**src/rtl/flush_pkg.sv**
```systemverilog
package flush_pkg;

    typedef enum logic [1:0] {
        PC_SEQ    = 2'd0,
        PC_HOLD   = 2'd1,
        PC_TARGET = 2'd2
    } pc_sel_e;

    typedef enum logic [1:0] {
        ACT_RUN   = 2'd0,
        ACT_STALL = 2'd1,
        ACT_FLUSH = 2'd2
    } pipe_act_e;

    typedef struct packed {
        logic ifid_load;
        logic ifid_clear;
        logic idex_bubble;
        logic kill_ex_rd;
    } squash_t;

    function automatic pipe_act_e pick_action(input logic taken, input logic stall);
        if (taken)      return ACT_FLUSH;
        else if (stall) return ACT_STALL;
        else            return ACT_RUN;
    endfunction

    function automatic pc_sel_e pc_source(input pipe_act_e act);
        case (act)
            ACT_FLUSH: return PC_TARGET;
            ACT_STALL: return PC_HOLD;
            default:   return PC_SEQ;
        endcase
    endfunction

endpackage

```
**src/rtl/flush_arbiter.sv**
```systemverilog
module flush_arbiter
    import flush_pkg::*;
(
    input  logic      taken_i,
    input  logic      stall_i,
    output pipe_act_e act_o
);
    always_comb begin
        act_o = pick_action(taken_i, stall_i);
    end
endmodule

```
**src/rtl/pc_steer.sv**
```systemverilog
module pc_steer
    import flush_pkg::*;
#(
    parameter int unsigned         ADDR_W   = 32,
    parameter logic [ADDR_W-1:0]   RESET_PC = '0
) (
    input  logic              clk,
    input  logic              rst,
    input  pipe_act_e         act_i,
    input  logic [ADDR_W-1:0] target_i,
    input  logic [ADDR_W-1:0] seq_i,
    output pc_sel_e           sel_o,
    output logic              load_o,
    output logic [ADDR_W-1:0] pc_o
);
    logic [ADDR_W-1:0] pc_q;
    logic [ADDR_W-1:0] pc_d;

    always_comb begin
        sel_o  = pc_source(act_i);
        load_o = (sel_o != PC_HOLD);
        case (sel_o)
            PC_TARGET: pc_d = target_i;
            PC_SEQ:    pc_d = seq_i;
            default:   pc_d = pc_q;
        endcase
    end

    always_ff @(posedge clk) begin
        if (rst)         pc_q <= RESET_PC;
        else if (load_o) pc_q <= pc_d;
    end

    assign pc_o = pc_q;
endmodule

```
**src/rtl/stage_squash.sv**
```systemverilog
module stage_squash
    import flush_pkg::*;
#(
    parameter int unsigned REG_W = 5
) (
    input  pipe_act_e        act_i,
    input  logic [REG_W-1:0] ex_rd_i,
    output squash_t          sq_o,
    output logic [REG_W-1:0] rd_o
);
    localparam logic [REG_W-1:0] ZERO_REG = '0;

    always_comb begin
        sq_o = '0;
        case (act_i)
            ACT_FLUSH: begin
                sq_o.ifid_load   = 1'b1;
                sq_o.ifid_clear  = 1'b1;
                sq_o.idex_bubble = 1'b1;
                sq_o.kill_ex_rd  = 1'b1;
            end
            ACT_STALL: begin
                sq_o.ifid_load   = 1'b0;
                sq_o.idex_bubble = 1'b1;
            end
            default: begin
                sq_o.ifid_load   = 1'b1;
            end
        endcase
        rd_o = sq_o.kill_ex_rd ? ZERO_REG : ex_rd_i;
    end
endmodule

```
**src/rtl/flush_ctrl.sv**
```systemverilog
module flush_ctrl
    import flush_pkg::*;
#(
    parameter int unsigned       ADDR_W   = 32,
    parameter int unsigned       REG_W    = 5,
    parameter logic [ADDR_W-1:0] RESET_PC = 32'h0000_1000
) (
    input  logic              clk,
    input  logic              rst,
    input  logic              mem_taken_i,
    input  logic [ADDR_W-1:0] mem_target_i,
    input  logic [ADDR_W-1:0] seq_pc_i,
    input  logic              load_stall_i,
    input  logic [REG_W-1:0]  ex_rd_i,
    output logic [1:0]        pc_sel_o,
    output logic              pc_load_o,
    output logic [ADDR_W-1:0] fetch_pc_o,
    output logic              ifid_load_o,
    output logic              ifid_clear_o,
    output logic              idex_bubble_o,
    output logic [REG_W-1:0]  exmem_rd_o
);
    pipe_act_e act;
    pc_sel_e   sel;
    squash_t   sq;

    flush_arbiter u_arb (
        .taken_i (mem_taken_i),
        .stall_i (load_stall_i),
        .act_o   (act)
    );

    pc_steer #(.ADDR_W(ADDR_W), .RESET_PC(RESET_PC)) u_pc (
        .clk      (clk),
        .rst      (rst),
        .act_i    (act),
        .target_i (mem_target_i),
        .seq_i    (seq_pc_i),
        .sel_o    (sel),
        .load_o   (pc_load_o),
        .pc_o     (fetch_pc_o)
    );

    stage_squash #(.REG_W(REG_W)) u_sq (
        .act_i   (act),
        .ex_rd_i (ex_rd_i),
        .sq_o    (sq),
        .rd_o    (exmem_rd_o)
    );

    assign pc_sel_o      = sel;
    assign ifid_load_o   = sq.ifid_load;
    assign ifid_clear_o  = sq.ifid_clear;
    assign idex_bubble_o = sq.idex_bubble;
endmodule

```
**config.mk**
```make
export PLATFORM = sky130hd
export DESIGN_NAME = flush_ctrl
export DESIGN_NICKNAME = d
export VERILOG_FILES = /design/src/rtl/flush_pkg.sv /design/src/rtl/flush_arbiter.sv /design/src/rtl/pc_steer.sv /design/src/rtl/stage_squash.sv /design/src/rtl/flush_ctrl.sv
export SDC_FILE = /design/constraint.sdc
export NUM_CORES = 1
export LEC_CHECK = 0
export BUFFER_PORTS_ARGS = -buffer_cell sky130_fd_sc_hd__buf_2
export CORE_AREA = 2 2 64 66
export CTS_BUF_LIST = sky130_fd_sc_hd__clkbuf_4 sky130_fd_sc_hd__clkbuf_8
export CTS_CLUSTER_DIAMETER = 60
export DETAILED_ROUTE_END_ITERATION = 10
export DIE_AREA = 0 0 66 68
export GPL_ROUTABILITY_DRIVEN = 0
export GPL_TIMING_DRIVEN = 0
export PLACE_DENSITY = 0.94
export REMOVE_ABC_BUFFERS = 1
export SLEW_MARGIN = 20
export SYNTH_ARGS = -nofsm -noshare
export SYNTH_HDL_FRONTEND = slang
export SYNTH_SLANG_ARGS = --single-unit
```
**constraint.sdc**
```tcl
create_clock -name clk -period 1.2 [get_ports clk]
set_input_delay 0.18 -clock clk [delete_from_list [all_inputs] [get_ports clk]]
set_output_delay 0.18 -clock clk [all_outputs]
set_load 0.03 [all_outputs]
```
Word-level counts from Yosys, hierarchy flattened --
Index checks and enable logic that the tools add are counted.
Storage, ports and cells: output and inout bits 43, word-level logic and storage cells 17, input bits 73, bits in registers 32
Operators by class: reductions and logical operators 4, muxes and demuxes 8, eq/ne operators 4
Operator list (number):
- case mux 32 bit (2 select lines) | 1
- two-way mux 5 bit | 1
- equality test 2 bit, second input constant | 2
- two-way mux 1 bit | 4
- case mux 2 bit (2 select lines) | 1
- equality test 2 x 1 -> 1 bit, second input constant | 1
- zero test 2 bit | 1
- two-way mux 2 bit | 1
- != test 2 x 1 -> 1 bit, second input constant | 1
- AND reduction 2 bit | 1
- nonzero test 2 bit | 1
- OR reduction 2 bit | 1

Logic depth before layout (Yosys ltp) --
word-level depth 7, gate-level depth with buffers 5, mapped depth without buffers 2

Cells and area by module --
A second synthesis with hierarchy kept.
Unflattened totals: cell total of the unflattened synthesis 163, area, all modules 1814.2 sq um
By module, submodules not included:
- pc_steer | area each 1714.1 sq um, seq. area each 640.6 sq um, times used 1, cells each 149
- stage_squash | area each 78.8 sq um, seq. area each 0.0 sq um, times used 1, cells each 12
- flush_arbiter | area each 21.3 sq um, seq. area each 0.0 sq um, times used 1, cells each 2

Worst setup path after synthesis --
OpenSTA, ideal clock, no wires.
path kind input to output, start in load_stall_i, end out pc_load_o, arrival 1.515 ns, cell stages on the path 5, path buffers 3, slack -0.495 ns, required time 1.020 ns, cell sequence buf_6 -> buf_12 -> nor2b_1 -> inv_1 -> buf_4
On the way: longest elaborated chain between the ends 5, elaborated cells between the ends (all ways) 6, classes of those cells eq/ne: 3; mux: 3
Ends and longest elaborated chain:
- start, declared | RTL line flush_ctrl.sv:13 | input logic load_stall_i,
- two-way mux 1 bit * | RTL line flush_pkg.sv:24 | else if (stall) return ACT_STALL;
- two-way mux 2 bit * | RTL line flush_pkg.sv:23 | if (taken) return ACT_FLUSH;
- equality test 2 x 1 -> 1 bit / equality test 2 bit (equally long branches) | RTL line flush_pkg.sv:29 | case (act)
- case mux 2 bit (2 select lines) * | RTL line flush_pkg.sv:29
- named net pc_sel_o[0] | RTL line flush_ctrl.sv:15 | output logic [1:0] pc_sel_o,
- != test 2 x 1 -> 1 bit * | RTL line pc_steer.sv:21 | load_o = (sel_o != PC_HOLD);
- end, declared | RTL line flush_ctrl.sv:16 | output logic pc_load_o,
Mark *: on every way through the listed nets, which the timed path passes. The rest lies on a longest branch.

Final worst setup path --
start in load_stall_i, end out ifid_load_o
On the way: longest elaborated chain between the ends 4
Ends and longest elaborated chain:
- two-way mux 1 bit | RTL line flush_pkg.sv:24
- two-way mux 2 bit | RTL line flush_pkg.sv:23
- equality test 2 x 1 -> 1 bit | RTL line stage_squash.sv:15 | case (act_i)
- two-way mux 1 bit | RTL line stage_squash.sv:15
- end, declared | RTL line flush_ctrl.sv:18 | output logic ifid_load_o,
No other way between the ends.

==> impl_metrics.tcl <==
set metrics [dict create \
    outcome "complete, no violations" \
    syn_area_per_cell_um2 10.2 \
    synth_edf_count 0 \
    grt_use_total_pct 16.5 \
    grt.overflow.total 0 \
    synth_most_common_cell "nor2b_1" \
    dr.pass1.iters 4 \
    syn-cell-area_um2 1590 \
    min_period_ns 1.12 \
    routed_wl_mm 3.89 \
    grt_pass1_vias 1294 \
    worst-path-max-fanout 34 \
    grt_max_degree 45 \
    crit_start "load_stall_i" \
    setup_viol 0 \
    fmax_mhz 889 \
    postSynthCellCount 156 \
    clock-sinks 32 \
    place_area_um2 2090 \
    period_share_pct 93.7 \
    use_met2_pct 30.2 \
    power.static_leakage_nw 1.13 \
    fin_worst_skew_ns 0 \
    fin_nets 336 \
    yosysWarnings 0 \
    busiest_layer "met2" \
    vias 1502 \
    cts_max_level 2 \
    largest_reg_flops 32 \
    cts_made_buffers 5 \
    viasPerCell 4.78 \
    antenna_left 0 \
    n_antenna_cell 0 \
    worst_pin_slew_ns 0.598 \
    port_buffers 115 \
    synth-async-reset-ratio_pct 0 \
    tritoncts "yes" \
    area.sequential_um2 641 \
    multi_input_area_um2 807 \
    path_clk_slew_ns 0.06 \
    grt_first_pass_wirelength_mm 5.61 \
    ys_seq_elements 32 \
    dp_hpwl_mm 2.59 \
    arrival_ns 0.94 \
    r2r-start "u_pc.pc_o[13]" \
    nFillCells 336 \
    dieArea_um2 4490 \
    rsz0062_at_grt "false" \
    start_util_pct 41.3 \
    area_growth_pct 39.9 \
    slew_viol_final 0 \
    synth_area_leaders "dfxtp_1 (40%), mux2i_1 (20%), a211oi_1 (15%)" \
    cp.required_ns 1.02 \
    cts_root_buf "clkbuf_8" \
    synth_commonest_cells "nor2b_1 (37), dfxtp_1 (32), mux2i_1 (32), a211oi_1 (31), clkbuf_1 (10)" \
    p_comb_share_pct 24.9 \
    grtUsageMet1_pct 17.9 \
    crit_type "input pin to primary output" \
    synth_top_area_share_pct 40.3 \
    ys_seq_area_share_pct 40.3 \
    die_h_um 68 \
    sw_frac_of_total_pct 29.4 \
    cap_violations 0 \
    synth_cell_types 14 \
    num_rows 23 \
    coreArea_um2 3860 \
    first_iter_violations 51 \
    stdcell_area_um2 2230 \
    drc 0 \
    powerDensity_nw_per_um2 1230 \
    io_pins 116 \
    seqPwrFrac_pct 43.2 \
    cts.path.max_buffers 2 \
    synth.largest_area_cell "dfxtp_1" \
    hold_viol 0 \
    r2r_slack_ns 0.44 \
    fin_hold_ws_ns 0.152 \
    p_sw_w 0.000804 \
    grt_use_met3_pct 5.76 \
    p_int_w 0.00193 \
    antenna_found_initial 0 \
    drive_above_1_share_pct 48.5 \
    ir_drop_uv 674 \
    worstSetupEndpointType "primary output" \
    hp-class "input pin to flop" \
    clk_latency_ns 0.27 \
    p_clk_share_pct 31.9 \
    ys.flop_type "dfxtp_1" \
    p_total_w 0.00274 \
    worst_setup_path_start_kind "input pin" \
    wire_per_inst_um 12.4 \
    die_w_um 66 \
    hold_path_startpoint "mem_target_i[12]" \
    max-slew-margin-rel_pct 60.1 \
]
## path summary, 6_finish.rpt
| path | end | depth (start not counted) |
|---|---|---|
| setup / recovery | ifid_load_o | 4 |
| hold / removal | u_pc.pc_o[12] | 3 |
| hold reg to reg | u_pc.pc_o[12] | 2 |
| setup reg to reg | u_pc.pc_o[13] | 2 |
## final cells by class
type,instances,area share (%)
multi-input cells,104,36.3
repair buffers,117,26.9
well taps,50,2.81
flip-flops and latches,32,28.8
clock buffers,8,4.38
inverters,2,0.506
repair inverters,1,0.337
## critical path, cell delays in order
cell and delay, ns:
buf_6 0.32, nor2b_1 0.20, inv_1 0.06, buf_2 0.17
## power groups by stage
| stage | Sequential (W) | Combinational, W | Clock (W) |
|---|---|---|---|
| final | 0.00118 | 0.000682 | 0.000873 |
| after global placement | 0.00120 | 0.000660 | 0 |
| after CTS | 0.00118 | 0.000688 | 0.000906 |
| after detailed placement | 0.00120 | 0.000673 | 0 |
| after global routing | 0.00119 | 0.000734 | 0.000953 |
| after floorplan | 0.00137 | 0.000210 | 0 |
## timing repair
item	CTS	global route
buffers inserted	2	0
setup endpoints to repair	35	0
hold buffers	0	0
gates resized for setup	5	0
## through the flow
step,instances,setup TNS (ns),worst slack (ns),util (%)
2_1_floorplan,138,-0.163,-0.0817,-
3_3_place_gp,303,-16.14,-0.484,54.3
3_5_place_dp,303,-18.62,-0.579,54.3
4_1_cts,314,0,0.0662,57.7
5_1_grt,314,0,0.00497,57.7
6_report,314,0,0.0752,57.7
## cell families after synthesis
kind of cell | share of synthesized area [%]
simple gates | 15.6
mux | 20.1
flops | 40.3
buf+inv | 9.04
compound gates | 14.9
## cells in the final DEF, fill, tap and decap left out
master and count:
buf_2 113, mux2i_1 32, clkbuf_8 6, inv_1 1, a211oi_1 31, nor3b_1 1
or2_2 1, clkbuf_4 2, clkinvlp_4 2, a21oi_1 1, dfxtp_1 32, nor2_1 1
buf_4 3, buf_6 1, nor2b_1 37
## metal layers
| layer | up-vias | part of all wire [%] |
|---|---|---|
| li1 | 757 | - |
| met3 | 2 | 9.7 |
| met1 | 664 | 42 |
| met5 | - | 0 |
| met4 | 0 | 0.44 |
| met2 | 79 | 48 |
Note: power is estimated with default switching activity, not from simulation.
